<file path="src/rtl/xlate_pkg.sv">
package xlate_pkg;
  parameter int unsigned VA_W     = 32;
  parameter int unsigned PA_W     = 36;
  parameter int unsigned OFF_W    = 12;
  parameter int unsigned TOP_IDX_W = 2;
  parameter int unsigned SUB_IDX_W = 9;
  parameter int unsigned PTE_W    = 32;
  parameter int unsigned PTE_LOG  = 2;

  localparam int unsigned SUB_TBL_LOG = SUB_IDX_W + PTE_LOG;  // 2 KB tables
  localparam int unsigned PTR_W       = PA_W - SUB_TBL_LOG;   // 25
  localparam int unsigned PFN_W       = PA_W - OFF_W;         // 24
  localparam int unsigned ROOT_LOG    = TOP_IDX_W + PTE_LOG;  // 16 B alignment

  typedef enum logic [1:0] {
    ST_IDLE = 2'd0,
    ST_REQ  = 2'd1,
    ST_WAIT = 2'd2,
    ST_DONE = 2'd3
  } walk_st_e;

  typedef logic [1:0] lvl_t;
endpackage

</file>
<file path="src/rtl/xlate_va_split.sv">
module xlate_va_split
  import xlate_pkg::*;
#(
  parameter int unsigned VW   = VA_W,
  parameter int unsigned OW   = OFF_W,
  parameter int unsigned TW   = TOP_IDX_W,
  parameter int unsigned SW   = SUB_IDX_W
) (
  input  logic [VW-1:0] vaddr_i,
  input  lvl_t          lvl_i,
  output logic [SW-1:0] idx_o,
  output logic [OW-1:0] off_o
);
  localparam int unsigned L2_LO = OW + SW;

  logic [TW-1:0] top_idx;
  logic [SW-1:0] mid_idx;
  logic [SW-1:0] bot_idx;

  assign top_idx = vaddr_i[VW-1 -: TW];
  assign mid_idx = vaddr_i[L2_LO +: SW];
  assign bot_idx = vaddr_i[OW +: SW];
  assign off_o   = vaddr_i[OW-1:0];

  always_comb begin
    unique case (lvl_i)
      2'd1:    idx_o = {{(SW-TW){1'b0}}, top_idx};
      2'd2:    idx_o = mid_idx;
      default: idx_o = bot_idx;
    endcase
  end
endmodule

</file>
<file path="src/rtl/xlate_pte_addr.sv">
module xlate_pte_addr
  import xlate_pkg::*;
#(
  parameter int unsigned AW = PA_W,
  parameter int unsigned IW = SUB_IDX_W,
  parameter int unsigned SH = PTE_LOG
) (
  input  logic [AW-1:0] base_i,
  input  logic [IW-1:0] idx_i,
  output logic [AW-1:0] addr_o
);
  logic [AW-1:0] scaled;
  assign scaled = {{(AW-IW-SH){1'b0}}, idx_i, {SH{1'b0}}};
  assign addr_o = base_i + scaled;
endmodule

</file>
<file path="src/rtl/xlate_pte_decode.sv">
module xlate_pte_decode
  import xlate_pkg::*;
#(
  parameter int unsigned EW  = PTE_W,
  parameter int unsigned AW  = PA_W,
  parameter int unsigned PW  = PTR_W,
  parameter int unsigned FW  = PFN_W
) (
  input  logic [EW-1:0] pte_i,
  output logic          valid_o,
  output logic [AW-1:0] next_base_o,
  output logic [FW-1:0] pfn_o
);
  logic [EW-FW-2:0] unused_pte_bits;

  assign valid_o         = pte_i[0];
  assign next_base_o     = {pte_i[EW-1 -: PW], {(AW-PW){1'b0}}};
  assign pfn_o           = pte_i[EW-1 -: FW];
  assign unused_pte_bits = pte_i[EW-FW-1:1];
endmodule

</file>
<file path="src/rtl/xlate_walker.sv">
module xlate_walker
  import xlate_pkg::*;
(
  input  logic             clk_i,
  input  logic             rst_ni,
  input  logic             req_valid_i,
  output logic             req_ready_o,
  input  logic [VA_W-1:0]  req_vaddr_i,
  input  logic [PA_W-1:0]  req_root_i,
  output logic             mem_req_valid_o,
  input  logic             mem_req_ready_i,
  output logic [PA_W-1:0]  mem_req_addr_o,
  input  logic             mem_rsp_valid_i,
  input  logic [PTE_W-1:0] mem_rsp_data_i,
  output logic             rsp_valid_o,
  input  logic             rsp_ready_i,
  output logic [PA_W-1:0]  rsp_paddr_o,
  output logic             rsp_fault_o,
  output lvl_t             rsp_level_o
);
  localparam lvl_t LAST_LVL = 2'd3;

  walk_st_e         state_q;
  lvl_t             lvl_q;
  lvl_t             flvl_q;
  logic [VA_W-1:0]  va_q;
  logic [PA_W-1:0]  base_q;
  logic [PA_W-1:0]  paddr_q;
  logic             fault_q;

  logic [SUB_IDX_W-1:0] idx;
  logic [OFF_W-1:0]     off;
  logic                 pte_valid;
  logic [PA_W-1:0]      next_base;
  logic [PFN_W-1:0]     pfn;
  logic [ROOT_LOG-1:0]  unused_root_lo;
  logic                 accept;

  assign unused_root_lo = req_root_i[ROOT_LOG-1:0];

  xlate_va_split u_split (
    .vaddr_i (va_q),
    .lvl_i   (lvl_q),
    .idx_o   (idx),
    .off_o   (off)
  );

  xlate_pte_addr u_addr (
    .base_i  (base_q),
    .idx_i   (idx),
    .addr_o  (mem_req_addr_o)
  );

  xlate_pte_decode u_dec (
    .pte_i       (mem_rsp_data_i),
    .valid_o     (pte_valid),
    .next_base_o (next_base),
    .pfn_o       (pfn)
  );

  assign req_ready_o     = (state_q == ST_IDLE);
  assign mem_req_valid_o = (state_q == ST_REQ);
  assign rsp_valid_o     = (state_q == ST_DONE);
  assign rsp_paddr_o     = paddr_q;
  assign rsp_fault_o     = fault_q;
  assign rsp_level_o     = flvl_q;
  assign accept          = req_valid_i && req_ready_o;

  always_ff @(posedge clk_i or negedge rst_ni) begin
    if (!rst_ni) begin
      state_q <= ST_IDLE;
      lvl_q   <= 2'd1;
      flvl_q  <= 2'd0;
      va_q    <= '0;
      base_q  <= '0;
      paddr_q <= '0;
      fault_q <= 1'b0;
    end else begin
      unique case (state_q)
        ST_IDLE: if (accept) begin
          va_q    <= req_vaddr_i;
          base_q  <= {req_root_i[PA_W-1:ROOT_LOG], {ROOT_LOG{1'b0}}};
          lvl_q   <= 2'd1;
          state_q <= ST_REQ;
        end
        ST_REQ: if (mem_req_ready_i) state_q <= ST_WAIT;
        ST_WAIT: if (mem_rsp_valid_i) begin
          if (!pte_valid) begin
            fault_q <= 1'b1;
            flvl_q  <= lvl_q;
            paddr_q <= '0;
            state_q <= ST_DONE;
          end else if (lvl_q == LAST_LVL) begin
            fault_q <= 1'b0;
            flvl_q  <= 2'd0;
            paddr_q <= {pfn, off};
            state_q <= ST_DONE;
          end else begin
            base_q  <= next_base;
            lvl_q   <= lvl_q + 2'd1;
            state_q <= ST_REQ;
          end
        end
        ST_DONE: if (rsp_ready_i) state_q <= ST_IDLE;
        default: state_q <= ST_IDLE;
      endcase
    end
  end
endmodule

</file>
<file path="config.mk">
export PLATFORM = sky130hd
export DESIGN_NAME = xlate_walker
export DESIGN_NICKNAME = d
export VERILOG_FILES = /design/src/rtl/xlate_pkg.sv /design/src/rtl/xlate_va_split.sv /design/src/rtl/xlate_pte_addr.sv /design/src/rtl/xlate_pte_decode.sv /design/src/rtl/xlate_walker.sv
export SDC_FILE = /design/constraint.sdc
export NUM_CORES = 1
export LEC_CHECK = 0
export CORE_UTILIZATION = 45
export CTS_CLUSTER_SIZE = 25
export DETAILED_ROUTE_END_ITERATION = 10
export PLACE_DENSITY = 0.91
export SYNTH_ARGS = -nofsm -noshare
export SYNTH_HDL_FRONTEND = slang
export SYNTH_SLANG_ARGS = --single-unit
</file>
<file path="constraint.sdc">
create_clock -name clk_i -period 9 [get_ports clk_i]
set_clock_uncertainty 0.05 [all_clocks]
set_input_delay 2.25 -clock clk_i [delete_from_list [all_inputs] [get_ports clk_i]]
set_output_delay 2.25 -clock clk_i [all_outputs]
set_load 0.1 [all_outputs]
</file>
==> summary.md <==
| Metric | Value |
|---|---|
| Grt total ovfl | 0 |
| Ys flop type | dfrtp_1 |
| Crit-path max FO | 19 |
| Die Y-Extent | 111 um |
| EDFF count, synth | 0 |
| Gates resized, CTS repair | 0 |
| CTS tree | done |
| Largest net degree at the start of global routing | 79 |
| Number of buffers added on ports | 171 |
| Area leader, netlist | dfrtp_1 |
| Setup ws final | 1630 ps |
| Layout Cells excl Fill | 840 |
| DP Cell Count | 824 |
| Routed via count | 4,487 |
| Detailed Routing Iterations Pass 1 | 5 |
| H-tree Lvls | 3 |
| Status | finished clean |
| Compound-Gate Fraction of Synth Area | 10.9% |
| Die width | 111 um |
| Post-synthesis sequential area ratio | 50.4% |
| Largest family of logic cells by synthesized area | simple AND/OR/NAND/NOR gates |
| Violation count after the first detailed-routing iteration | 252 |
| Root Buffer | clkbuf_16 |
| WS Path Type | reg -> out |
| Worst Reg-to-Reg Cells | 5 |
| Max transition margin | 30.9% |
| Multi-input gate area | 0.00247 mm^2 |
| Cts bufs inserted | 9 |
| DP Worst Slack | 2100 ps |
| ANT nets after route | 0 |
| IO Pins | 184 |
| Fillers | 893 |
| Hold Vio Cnt, Final | 0 |
| Final max-slew violation count | 0 |
| Period utilisation layout | 81.9% |
| Cts hold-fix bufs | 0 |
| Clock transition at the registers of the reported paths | 70 ps |
| Initial antenna violation count | 0 |
| Post-synthesis average cell area | 9.87 um^2 |
| First-pass GRT wire length | 22.9 mm |
| Avg Vias per Cell | 5.34 |
| Fmax achieved | 0.136 GHz |
| Post-route DRC | 0 |
| Met2 wire len | 6.97 mm |
| N_diodes | 0 |
| Post-Synth Adder-Cell Area | 2.73% |
| Worst Setup Start Kind | register |
| CP startpoint | lvl_q[0] |
| Post-CTS Setup Bufs | 0 |
| Initial core utilization | 46.3% |
| Synth Instances | 538 |
| Area Growth Syn to Fin | 39.1% |
| Core box area | 0.0115 mm^2 |
| Post-DP HPWL | 10.4 mm |
| Ratio of cells with drive above 1 in the final layout | 8.32% |
| Mux share of post-synthesis cell area | 11.7% |
| Routability cong. | 0.861 |
| Required time worst endpoint | 6700 ps |
| Setup TNS Final | 0 ps |
| Detail Route met3 WL | 800 um |
| CP endpoint kind | output port |
| Syn Std Cell Area | 0.00531 mm^2 |
| Simple-Gate Fraction of Synth Area | 15.9% |
| Clk buf depth | 2 |
| RSZ-0062 raised after global routing | false |
| FP Rows | 39 |
| Finished Cell Area | 0.00739 mm^2 |
| Largest cells by area after synthesis | dfrtp_1, nand2_1, mux2_2 |
| Actual slew at the worst max-slew pin | 1030 ps |
| Die area | 0.0122 mm^2 |
| Syn. warnings | 0 |
| Routed WL per cell | 16.7 um |
| Yosys cell types | 47 |
| Top cell type's share of synthesized area | 49.9% |
| Max cap viols | 0 |
| FF+latch count, synth | 107 |
| R2r startpoint | state_q[1] |
| Top sig layer | met4 |
| Met1 wire length | 5.88 mm |
| Vias in the first global route | 4,622 |
| NumNets Final | 809 |
| XOR/XNOR share of the synthesized area | 4.78% |
| Worst skew pair latency | 330 ps |
| Reg-to-reg endpoint | rsp_paddr_o[27] |
| Min Tclk post-route | 7370 ps |
| Total GRT Usage | 23.5% |
| Worst hold path class | reg -> reg |
| CTS Sinks | 107 |
| FF+latch area | 0.00268 mm^2 |
| WL final | 14.1 mm |
| FFs w/ async S/R, synth | 100% |
| Crit path DAT | 5070 ps |
| Area after DPL | 0.00709 mm^2 |
| Setup violators final | 0 |
| R2r setup slk | 6550 ps |
| CP endpoint | mem_req_addr_o[32] |
-- worst min path at each step --
stage	startpoint	endpoint	slack (ps)	depth (start not counted)
floorplan	va_q[28]	va_q[28]	410	1
global placement	rsp_paddr_o[20]	rsp_paddr_o[20]	410	2
detailed placement	rsp_paddr_o[20]	rsp_paddr_o[20]	420	2
CTS	rsp_paddr_o[20]	rsp_paddr_o[20]	440	2
global route	rsp_paddr_o[8]	rsp_paddr_o[8]	450	2
finish	rsp_paddr_o[20]	rsp_paddr_o[20]	430	2
-- cell type report --
class | count | area share, %
flip-flops and latches | 107 | 36.3
clock inverters | 4 | 0.660
clock buffers | 12 | 3.34
repair buffers | 176 | 23.6
inverters | 6 | 0.305
well taps | 143 | 2.42
multi-input cells | 392 | 33.4
-- stage by stage --
stage	hold slack, ps	utilization [%]
6_report	428	64.4
5_1_grt	452	64.4
4_1_cts	436	64.4
3_5_place_dp	420	61.9
3_3_place_gp	411	61.9
2_1_floorplan	408	-
-- metal layers --
layer,global-route usage (%),up-vias
met3,4.76,31
met4,10.8,0
li1,-,2147
met5,0,-
met1,28.4,2150
met2,40.2,159
-- Yosys cell counts (3+ instances only) --
cell      count
buf_2        15
nor2_1       13
mux2_1        3
xor2_1       14
a21o_1        3
nand3_1       9
a21oi_1       5
nand2b_1      3
a22o_1        6
xnor2_1      15
nor2b_1       4
inv_1         6
nand2_1     127
dfrtp_1     106
nand4_1       6
ha_1         10
nor3_1        4
o21ai_1      35
and3_1        6
o21ai_0      44
nor4_2        3
clkbuf_1     16
mux2i_1      26
mux2_2       29
-- kinds of logic after synthesis --
family / count (synthesis)
and+or+nand+nor: 188
DFF: 107
AOI/OAI and AO/OA: 104
muxes: 58
buffers and inverters: 40
xor gates and xnor gates: 29
adders and majority gates: 11
other: 1
-- critical path: stages, from the launching register on --
cell	delay (ps)
dfstp_2	550
inv_1	70
ha_1	620
nand2_1	110
o21ai_0	140
ha_1	270
inv_1	70
fa_1	400
nand2b_1	200
a21oi_1	260
o31a_1	500
nand4_1	200
xnor2_1	180
clkdlybuf4s50_1	1160
-- layout by cell type (no fill, tap or decap), types with 2 or more instances in the layout --
cell type / n
a21o_1: 3
o21ai_0: 44
nor2_1: 13
nand2_1: 127
xor2_1: 14
a22o_1: 6
nor2b_1: 3
nand3_2: 2
and3_1: 6
o31ai_1: 2
clkinv_2: 2
mux2_2: 29
ha_1: 10
clkdlybuf4s50_1: 170
a21oi_1: 5
and2_1: 2
nand3_1: 8
nor4_2: 3
mux2_1: 3
dfrtp_1: 106
nor4_1: 2
clkbuf_1: 2
and4_1: 2
nand4_1: 6
buf_4: 6
mux2i_1: 26
o211ai_1: 2
nor3_1: 4
a22oi_1: 2
nand2b_1: 3
o21ai_1: 35
clkbuf_16: 9
inv_1: 6
conb_1: 2
xnor2_1: 15
-- state kept, by name, indices dropped and copies added (netlist names) --
signal and count:
lvl_q 2, rsp_paddr_o 36, va_q 32, rsp_fault_o 1, rsp_level_o 2, state_q 2, base_q 32
Power is not shown: default switching activity piles up to over one toggle a cycle in this logic, so the estimate is an artifact.
